`src/rtl/page_xlate_pkg.sv`:
```
package page_xlate_pkg;
    localparam int LA_W        = 32;
    localparam int OFF_W       = 9;
    localparam int SEL_W       = LA_W - OFF_W;
    localparam int WORD_W      = 32;
    localparam int FRAME_W     = WORD_W;
    localparam int PA_W        = FRAME_W + OFF_W;
    localparam int ENTRY_BYTES = 8;
    localparam int IDX_SH      = $clog2(ENTRY_BYTES);
    localparam int WORD_SH     = $clog2(WORD_W / 8);
    localparam int VALID_BIT   = 0;

    typedef enum logic [1:0] {
        ST_IDLE     = 2'd0,
        ST_FETCH_LO = 2'd1,
        ST_FETCH_HI = 2'd2,
        ST_RESPOND  = 2'd3
    } xl_state_t;
endpackage

```
`src/rtl/pxl_base_reg.sv`:
```
module pxl_base_reg
    import page_xlate_pkg::*;
(
    input  logic            clk,
    input  logic            rst_n,
    input  logic            wr_en,
    input  logic [PA_W-1:0] wr_data,
    input  logic            busy,
    output logic [PA_W-1:0] base_q
);
    always_ff @(posedge clk) begin
        if (!rst_n) begin
            base_q <= '0;
        end else if (wr_en && !busy) begin
            base_q <= {wr_data[PA_W-1:IDX_SH], {IDX_SH{1'b0}}};
        end
    end

    // base frozen while a walk is in flight
    p_base_frozen_r7: assert property (@(posedge clk) disable iff (!rst_n)
        busy |=> $stable(base_q));
endmodule

```
`src/rtl/pxl_fsm.sv`:
```
module pxl_fsm
    import page_xlate_pkg::*;
(
    input  logic      clk,
    input  logic      rst_n,
    input  logic      req_valid,
    input  logic      mem_req_ready,
    input  logic      mem_rvalid,
    input  logic      rsp_ready,
    output xl_state_t state,
    output logic      req_ready,
    output logic      mem_req_valid,
    output logic      cap_req,
    output logic      cap_lo,
    output logic      cap_hi,
    output logic      rsp_valid,
    output logic      busy
);
    xl_state_t state_d;
    logic      issued_q, issued_d;

    always_ff @(posedge clk) begin
        if (!rst_n) begin
            state    <= ST_IDLE;
            issued_q <= 1'b0;
        end else begin
            state    <= state_d;
            issued_q <= issued_d;
        end
    end

    always_comb begin
        state_d       = state;
        issued_d      = issued_q;
        req_ready     = 1'b0;
        mem_req_valid = 1'b0;
        cap_req       = 1'b0;
        cap_lo        = 1'b0;
        cap_hi        = 1'b0;
        rsp_valid     = 1'b0;
        unique case (state)
            ST_IDLE: begin
                req_ready = 1'b1;
                if (req_valid) begin
                    cap_req = 1'b1;
                    state_d = ST_FETCH_LO;
                end
            end
            ST_FETCH_LO: begin
                mem_req_valid = !issued_q;
                if (!issued_q && mem_req_ready) issued_d = 1'b1;
                if (issued_q && mem_rvalid) begin
                    cap_lo   = 1'b1;
                    issued_d = 1'b0;
                    state_d  = ST_FETCH_HI;
                end
            end
            ST_FETCH_HI: begin
                mem_req_valid = !issued_q;
                if (!issued_q && mem_req_ready) issued_d = 1'b1;
                if (issued_q && mem_rvalid) begin
                    cap_hi   = 1'b1;
                    issued_d = 1'b0;
                    state_d  = ST_RESPOND;
                end
            end
            ST_RESPOND: begin
                rsp_valid = 1'b1;
                if (rsp_ready) state_d = ST_IDLE;
            end
            default: state_d = ST_IDLE;
        endcase
        busy = (state != ST_IDLE);
    end

    // read request held until accepted
    p_mem_hold_r9: assert property (@(posedge clk) disable iff (!rst_n)
        (mem_req_valid && !mem_req_ready) |=> mem_req_valid);
    // response held until taken
    p_rsp_hold_r8: assert property (@(posedge clk) disable iff (!rst_n)
        (rsp_valid && !rsp_ready) |=> rsp_valid);
    // after the low beat captures, the next state fetches the high word
    p_lo_then_hi_r3: assert property (@(posedge clk) disable iff (!rst_n)
        cap_lo |=> (state == ST_FETCH_HI));
endmodule

```
`src/rtl/pxl_datapath.sv`:
```
module pxl_datapath
    import page_xlate_pkg::*;
(
    input  logic              clk,
    input  logic              rst_n,
    input  xl_state_t         state,
    input  logic [PA_W-1:0]   base_q,
    input  logic              cap_req,
    input  logic              cap_lo,
    input  logic              cap_hi,
    input  logic [LA_W-1:0]   req_laddr,
    input  logic [WORD_W-1:0] mem_rdata,
    input  logic              mem_req_valid,
    input  logic              rsp_valid,
    output logic [PA_W-1:0]   mem_addr,
    output logic [PA_W-1:0]   rsp_paddr,
    output logic              rsp_fault,
    output logic [WORD_W-1:0] rsp_ctrl
);
    logic [LA_W-1:0]   laddr_q;
    logic [WORD_W-1:0] ctrl_q;
    logic [FRAME_W-1:0] frame_q;
    logic [SEL_W-1:0]  sel;
    logic [PA_W-1:0]   entry_addr;
    logic              hi_phase;

    always_ff @(posedge clk) begin
        if (!rst_n) begin
            laddr_q <= '0;
            ctrl_q  <= '0;
            frame_q <= '0;
        end else begin
            if (cap_req) laddr_q <= req_laddr;
            if (cap_lo)  ctrl_q  <= mem_rdata;
            if (cap_hi)  frame_q <= mem_rdata;
        end
    end

    always_comb begin
        sel        = laddr_q[LA_W-1:OFF_W];
        hi_phase   = (state == ST_FETCH_HI);
        entry_addr = base_q + (PA_W'(sel) << IDX_SH);
        mem_addr   = entry_addr | (hi_phase ? PA_W'(1 << WORD_SH) : '0);
        rsp_fault  = !ctrl_q[VALID_BIT];
        rsp_ctrl   = ctrl_q;
        rsp_paddr  = rsp_fault ? '0 : {frame_q, laddr_q[OFF_W-1:0]};
    end

    // read addresses are word aligned and the half is picked by the phase
    p_word_aligned_r2: assert property (@(posedge clk) disable iff (!rst_n)
        mem_req_valid |-> (mem_addr[WORD_SH-1:0] == '0 && mem_addr[WORD_SH] == hi_phase));
    // result stable while waiting for the consumer
    p_rsp_stable_r8: assert property (@(posedge clk) disable iff (!rst_n)
        (rsp_valid && $past(rsp_valid)) |-> ($stable(rsp_paddr) && $stable(rsp_ctrl)));
endmodule

```
`src/rtl/page_xlate.sv`:
```
module page_xlate
    import page_xlate_pkg::*;
(
    input  logic              clk,
    input  logic              rst_n,
    input  logic              base_wr_en,
    input  logic [PA_W-1:0]   base_wr_data,
    input  logic              req_valid,
    output logic              req_ready,
    input  logic [LA_W-1:0]   req_laddr,
    output logic              mem_req_valid,
    input  logic              mem_req_ready,
    output logic [PA_W-1:0]   mem_addr,
    input  logic              mem_rvalid,
    input  logic [WORD_W-1:0] mem_rdata,
    output logic              rsp_valid,
    input  logic              rsp_ready,
    output logic [PA_W-1:0]   rsp_paddr,
    output logic              rsp_fault,
    output logic [WORD_W-1:0] rsp_ctrl
);
    xl_state_t       state;
    logic            busy, cap_req, cap_lo, cap_hi;
    logic [PA_W-1:0] base_q;

    pxl_base_reg u_base (
        .clk(clk), .rst_n(rst_n), .wr_en(base_wr_en), .wr_data(base_wr_data),
        .busy(busy), .base_q(base_q)
    );

    pxl_fsm u_fsm (
        .clk(clk), .rst_n(rst_n), .req_valid(req_valid), .mem_req_ready(mem_req_ready),
        .mem_rvalid(mem_rvalid), .rsp_ready(rsp_ready), .state(state),
        .req_ready(req_ready), .mem_req_valid(mem_req_valid), .cap_req(cap_req),
        .cap_lo(cap_lo), .cap_hi(cap_hi), .rsp_valid(rsp_valid), .busy(busy)
    );

    pxl_datapath u_dp (
        .clk(clk), .rst_n(rst_n), .state(state), .base_q(base_q), .cap_req(cap_req),
        .cap_lo(cap_lo), .cap_hi(cap_hi), .req_laddr(req_laddr), .mem_rdata(mem_rdata),
        .mem_req_valid(mem_req_valid), .rsp_valid(rsp_valid), .mem_addr(mem_addr),
        .rsp_paddr(rsp_paddr), .rsp_fault(rsp_fault), .rsp_ctrl(rsp_ctrl)
    );

    // no new request accepted while a result is pending
    p_no_accept_busy_r8: assert property (@(posedge clk) disable iff (!rst_n)
        rsp_valid |-> !req_ready);
    // a fault never carries an address
    p_fault_zero_r5: assert property (@(posedge clk) disable iff (!rst_n)
        (rsp_valid && rsp_fault) |-> (rsp_paddr == '0));
endmodule

```
`config.mk`:
```
export PLATFORM = sky130hd
export DESIGN_NAME = page_xlate
export DESIGN_NICKNAME = d
export VERILOG_FILES = /design/src/rtl/page_xlate_pkg.sv /design/src/rtl/pxl_base_reg.sv /design/src/rtl/pxl_fsm.sv /design/src/rtl/pxl_datapath.sv /design/src/rtl/page_xlate.sv
export SDC_FILE = /design/constraint.sdc
export NUM_CORES = 1
export LEC_CHECK = 0
export ABC_AREA = 1
export BUFFER_PORTS_ARGS = -buffer_cell sky130_fd_sc_hd__buf_4
export CAP_MARGIN = 20
export CORE_UTILIZATION = 48
export CTS_CLUSTER_SIZE = 10
export DETAILED_ROUTE_END_ITERATION = 10
export PLACE_DENSITY = 0.84
export RECOVER_POWER = 25
export SETUP_SLACK_MARGIN = 0.4
export SKIP_CTS_REPAIR_TIMING = 1
export SYNTH_ARGS = -nofsm -noshare
export SYNTH_HDL_FRONTEND = slang
export SYNTH_HIERARCHICAL = 1
export SYNTH_SLANG_ARGS = --single-unit
```
`constraint.sdc`:
```
create_clock -name clk -period 1.7 [get_ports clk]
set_input_delay 0 -clock clk [delete_from_list [all_inputs] [get_ports clk]]
set_output_delay 0 -clock clk [all_outputs]
set_load 0.02 [all_outputs]
```
* Yosys cells after proc, flatten, opt, wreduce, memory -nomap -nowiden
Index checks and enable logic that the tools add are counted.
** Cells by class
- $add $sub $neg :: 1
- Equality and inequality tests :: 7
- Muxes and demuxes :: 17
- Bitwise operators :: 1
- Reductions and logical operators :: 12
** Operator list (count)
- 41-bit by 26-bit adder with 41-bit output :: 1
- 41-bit 2-to-1 mux :: 1
- 41-bit bitwise OR :: 1
- 1-bit 2-to-1 mux :: 10
- 2-bit 2-to-1 mux :: 4
- 2-bit one-hot mux with 4 select lines :: 1
- 2-bit != test, second input constant :: 3
- 2-bit == test, second input constant :: 2
- 4-bit AND reduction :: 1
- 2-bit nonzero test :: 2
- 1-bit logical AND :: 3
- 1-bit zero test :: 3
- 3-bit 2-to-1 mux :: 1
- 2-bit by 1-bit == test with 1-bit output, second input constant :: 1
- 2-bit zero test :: 1
- 2-bit by 1-bit != test with 1-bit output, second input constant :: 1
- 2-bit AND reduction :: 1
- 2-bit OR reduction :: 1
** Storage, ports and cells
- Register bits :: 137
- Input port bits :: 112
- Output and inout bits :: 118

* Depth between registers and ports, before layout
- Depth in word-level cells :: 4
- Mapped depth :: 14

* Hierarchy
Netlist, hierarchy kept.
** Modules (own cells, without submodules)
- pxl_datapath :: times used 1, cells each 957, area an instance 5876.9 µm², seq. area each 1921.8 µm²
- pxl_base_reg :: times used 1, cells each 251, area an instance 1665.3 µm², seq. area each 760.7 µm²
- pxl_fsm :: times used 1, cells each 43, area an instance 277.8 µm², seq. area each 60.1 µm²

* Worst setup path before layout
Ideal clock, no wire load.
- Path kind :: reg-to-output
- From :: register u_base.base_q[3]
- To :: output mem_addr[19]
- Data arrival time :: 1.816 ns
- Required time :: 1.700 ns
- Path slack :: -0.116 ns
- Cell stages (with the launch flop) :: 12
- Buffers on the path :: 0
- Path through :: dfxtp_1 -> ha_1 -> inv_1 -> fa_1 -> inv_1 -> nand3_1 -> nand3_1 -> nand2_1 -> nand3_1 -> nand2_1 -> nand2_2 -> xor2_1
** On the way
- Word-level cells in the longest chain between the ends :: 2
** Ends and longest elaborated chain
- start: declaration :: RTL line pxl_base_reg.sv:9 : output logic [PA_W-1:0] base_q
- start signal: assignment :: RTL line pxl_base_reg.sv:15 : base_q <= {wr_data[PA_W-1:IDX_SH], {IDX_SH{1'b0}}};
- 41-bit by 26-bit adder with 41-bit output :: RTL line pxl_datapath.sv:42 : entry_addr = base_q + (PA_W'(sel) << IDX_SH);
- 41-bit bitwise OR :: RTL line pxl_datapath.sv:43 : mem_addr = entry_addr | (hi_phase ? PA_W'(1 << WORD_SH) : '0);
- end: declaration :: RTL line page_xlate.sv:13 : output logic [PA_W-1:0] mem_addr,
Every way passes these cells.

* Worst setup path after layout
- From :: register u_base.base_q[3]
- To :: output mem_addr[29]
The elaborated chain is that of the path after synthesis.

==> results.yml <==
outcome:
  status: "finished, violations left"
  violations: "negative setup slack"
final_layout:
  final_util_pct: 91.6
  multi_input_area_um2: 6140
  fillers: 607
  design_area_um2: 14600
  antenna_cells: 0
  syn_to_final_growth_pct: 86.1
  fin_nets: 1789
  regArea_um2: 2800
  fin_cells: 1878
  drive_above_1_share_pct: 45.8
setup_path:
  path_delay_family: "simple AND/OR/NAND/NOR gates"
  path_max_fanout: 3
  required_ns: 1.70
  slowest_delay_ns: 0.35
  start_kind: "flip-flop"
  cp_num_buf_inv: 3
  arrival_ns: 2.39
  crit_chain: "ha_4 -> inv_2 -> fa_2 -> inv_2 -> nand3_4 -> nor2_4 -> nand2_1 -> nand3_2 -> nand2_2 -> nand2_4 -> nand2_2 -> nand2_1 -> nand2_1 -> nand2_2 -> buf_6"
  worst_setup_path_end_kind: "primary output"
  crit_type: "reg -> out"
  slowest_stage: "dfxtp_2"
global_route:
  grt_pass1_vias: 8021
  grtUsageTotal_pct: 27.8
  grt_pass1_wl_um: 36900
  grt_max_degree: 72
  antenna_found_initial: 1
  overflow: 0
clock_network:
  cts_max_level: 4
  cts_buffer_depth: 2
  cts_tree: "done"
  insertion_delay_ns: 0.42
  root_buffer: "clkbuf_16"
  cts_sinks: 137
  clkTransAtPathRegs_ns: 0.07
  cts_buffers: 17
drt:
  drtIter0Drc: 1304
  routed_wl_um: 41800
  viasPerCell: 5.95
  ant_nets: 0
  drc: 0
  firstDrtPassIters: 8
  vias: 11200
  wire_per_inst_um: 22.2
pwr:
  cellLeakagePower_nw: 7.02
  power_density_nw_per_um2: 1270
  p_total_mw: 18.5
  ir_drop_uv: 925
timing:
  setup_tns_ns: -21.76
  rsz0062_at_grt: "true"
  hold_violations: 0
  maxSlewHeadroom_pct: 51.9
  worstMarginPinSlew_ns: 0.722
  setup_viol: 89
  drv_slew: 0
  max_freq_ghz: 0.419
  worst_slack_ns: -0.687
  min_period_over_period_pct: 140
  whs_ns: 0.00424
  min_period_ns: 2.39
  worst_clock_skew_ns: 0.00949
placement:
  place_ws_ns: -0.168
  post_dp_cell_area_um2: 10600
  portBuffers: 224
  gp_congestion: 0.943
  post-place-cells: 1682
  dp_hpwl_um: 17400
synth:
  synth_cell_type_count: 38
  synth_warnings: 6
  syn_inst: 1251
  synth_seq_cells: 137
  synthesis.area_um2: 7820
  avgSynthCellArea_um2: 6.25
  seq_area_frac_synth_pct: 35.1
floorplanning:
  rows: 46
  core_um2: 15900
  ios: 230
  fp.dieH_um: 130
  start_util_pct: 49.2
  die_width_um: 130
  dieArea_um2: 16800
min_path:
  hp-class: "in -> reg"
run:
  maxCapViolations: 0
[logic make-up (layout without fill, tap and decap cells)]
family / count (synthesis) / after routing / synth area share [%]
fa+ha+maj: 28 / 28 / 4.58
other cells: 1 / 3 / 0.0480
compound gates: 125 / 125 / 8.19
flops: 137 / 137 / 35.1
xor+xnor: 21 / 21 / 2.35
buf+inv: 242 / 651 / 12.4
simple gates: 697 / 697 / 37.3
[registers in the layout, indices dropped and copies added, names as in the netlist]
| register | flops |
|---|---|
| u_fsm/issued_q | 1 |
| u_base/base_q | 38 |
| u_dp/frame_q | 32 |
| u_dp/laddr_q | 32 |
| u_dp/rsp_ctrl | 32 |
| u_fsm/state | 2 |
[cell type report]
class                      instances  area share, %
multi-input combinational        874           42.2
clock buffer                      18           2.95
inverter                         188           5.11
tap                              216           1.86
clock inverter                    14          0.946
timing repair buffer             431           27.7
sequential                       137           19.3
[cells in the mapped netlist]
| cell | n | area [µm²] |
|---|---|---|
| clkbuf_1 | 31 | 116 |
| nand2_2 | 17 | 106 |
| or2_1 | 1 | 6.26 |
| buf_2 | 8 | 40.0 |
| a31oi_1 | 2 | 12.5 |
| o21bai_1 | 4 | 30.0 |
| nand2_1 | 257 | 965 |
| buf_4 | 10 | 75.1 |
| and2_4 | 1 | 8.76 |
| o21ai_0 | 98 | 490 |
| inv_2 | 13 | 48.8 |
| nand2_4 | 1 | 11.3 |
| o21ai_1 | 2 | 10.0 |
| conb_1 | 1 | 3.75 |
| nor2_1 | 308 | 1160 |
| nor3_2 | 2 | 20.0 |
| inv_1 | 175 | 657 |
| nand3_1 | 66 | 330 |
| nor3_1 | 10 | 50.1 |
| and3_1 | 2 | 12.5 |
| and2_1 | 1 | 6.26 |
| xor2_1 | 16 | 140 |
| fa_1 | 1 | 20.0 |
| nand3_2 | 7 | 70.1 |
| dfxtp_1 | 137 | 2740 |
| a21oi_1 | 18 | 90.1 |
| nor2_2 | 9 | 56.3 |
| ha_1 | 27 | 338 |
| nor4_1 | 1 | 6.26 |
| nand4_1 | 7 | 43.8 |
| a21boi_1 | 1 | 7.51 |
| nand3b_1 | 2 | 15.0 |
| and2_0 | 1 | 6.26 |
| buf_6 | 2 | 22.5 |
| buf_1 | 3 | 11.3 |
| xnor2_1 | 5 | 43.8 |
| nor3_4 | 1 | 16.3 |
| nor2_4 | 3 | 33.8 |
[where the power goes]
group          total [mW]  leakage, nW  switching [mW]  internal (mW)
clock network        3.71        0.272            1.66           2.05
logic                10.2         5.61            5.78           4.43
registers            4.60         1.14           0.700           3.90
[path summary, 6_finish.rpt]
kind	from	end	slack (ns)	cells past startpoint
max	u_base/base_q[3]$_SDFFE_PN0P_	mem_addr[29]	-0.69	15
min	base_wr_en	u_base/base_q[13]$_SDFFE_PN0P_	0.004	4
min reg2reg	u_base/base_q[13]$_SDFFE_PN0P_	u_base/base_q[13]$_SDFFE_PN0P_	0.51	2
max reg2reg	u_fsm/state[1]$_SDFFE_PN0P_	u_base/base_q[18]$_SDFFE_PN0P_	-0.18	7
[metal layers]
| metal | up-vias | part of all wire (%) | track usage (%) |
|---|---|---|---|
| met5 | - | 0.019 | 0 |
| met4 | 2 | 9.5 | 9.10 |
| met3 | 395 | 11 | 7.64 |
| met2 | 1026 | 47 | 48.7 |
| met1 | 5141 | 32 | 32.6 |
| li1 | 4603 | - | - |
[cell usage in the layout (no fill, tap or decap), types with 30 or more instances in the layout]
cell type	Yosys	final
dlygate4sd3_1	0	104
nor2_4	3	95
buf_6	2	75
inv_2	13	37
nand2_4	1	30
dfxtp_2	0	40
nand2_1	257	147
o21ai_0	98	74
dfxtp_1	137	94
nand3_1	66	55
inv_1	175	139
nand2_2	17	96
nor2_1	308	202
clkbuf_1	31	34
buf_4	10	186
[worst register-to-register path: cells and delay by family (launching register included)]
kind / cells / cell delay, ns
buffers and inverters: 3 / 0.60
adders and majority gates: 1 / 0.32
DFF: 1 / 0.44
and+or+nand+nor: 3 / 0.41
Note: power is estimated with default switching activity, not from simulation.
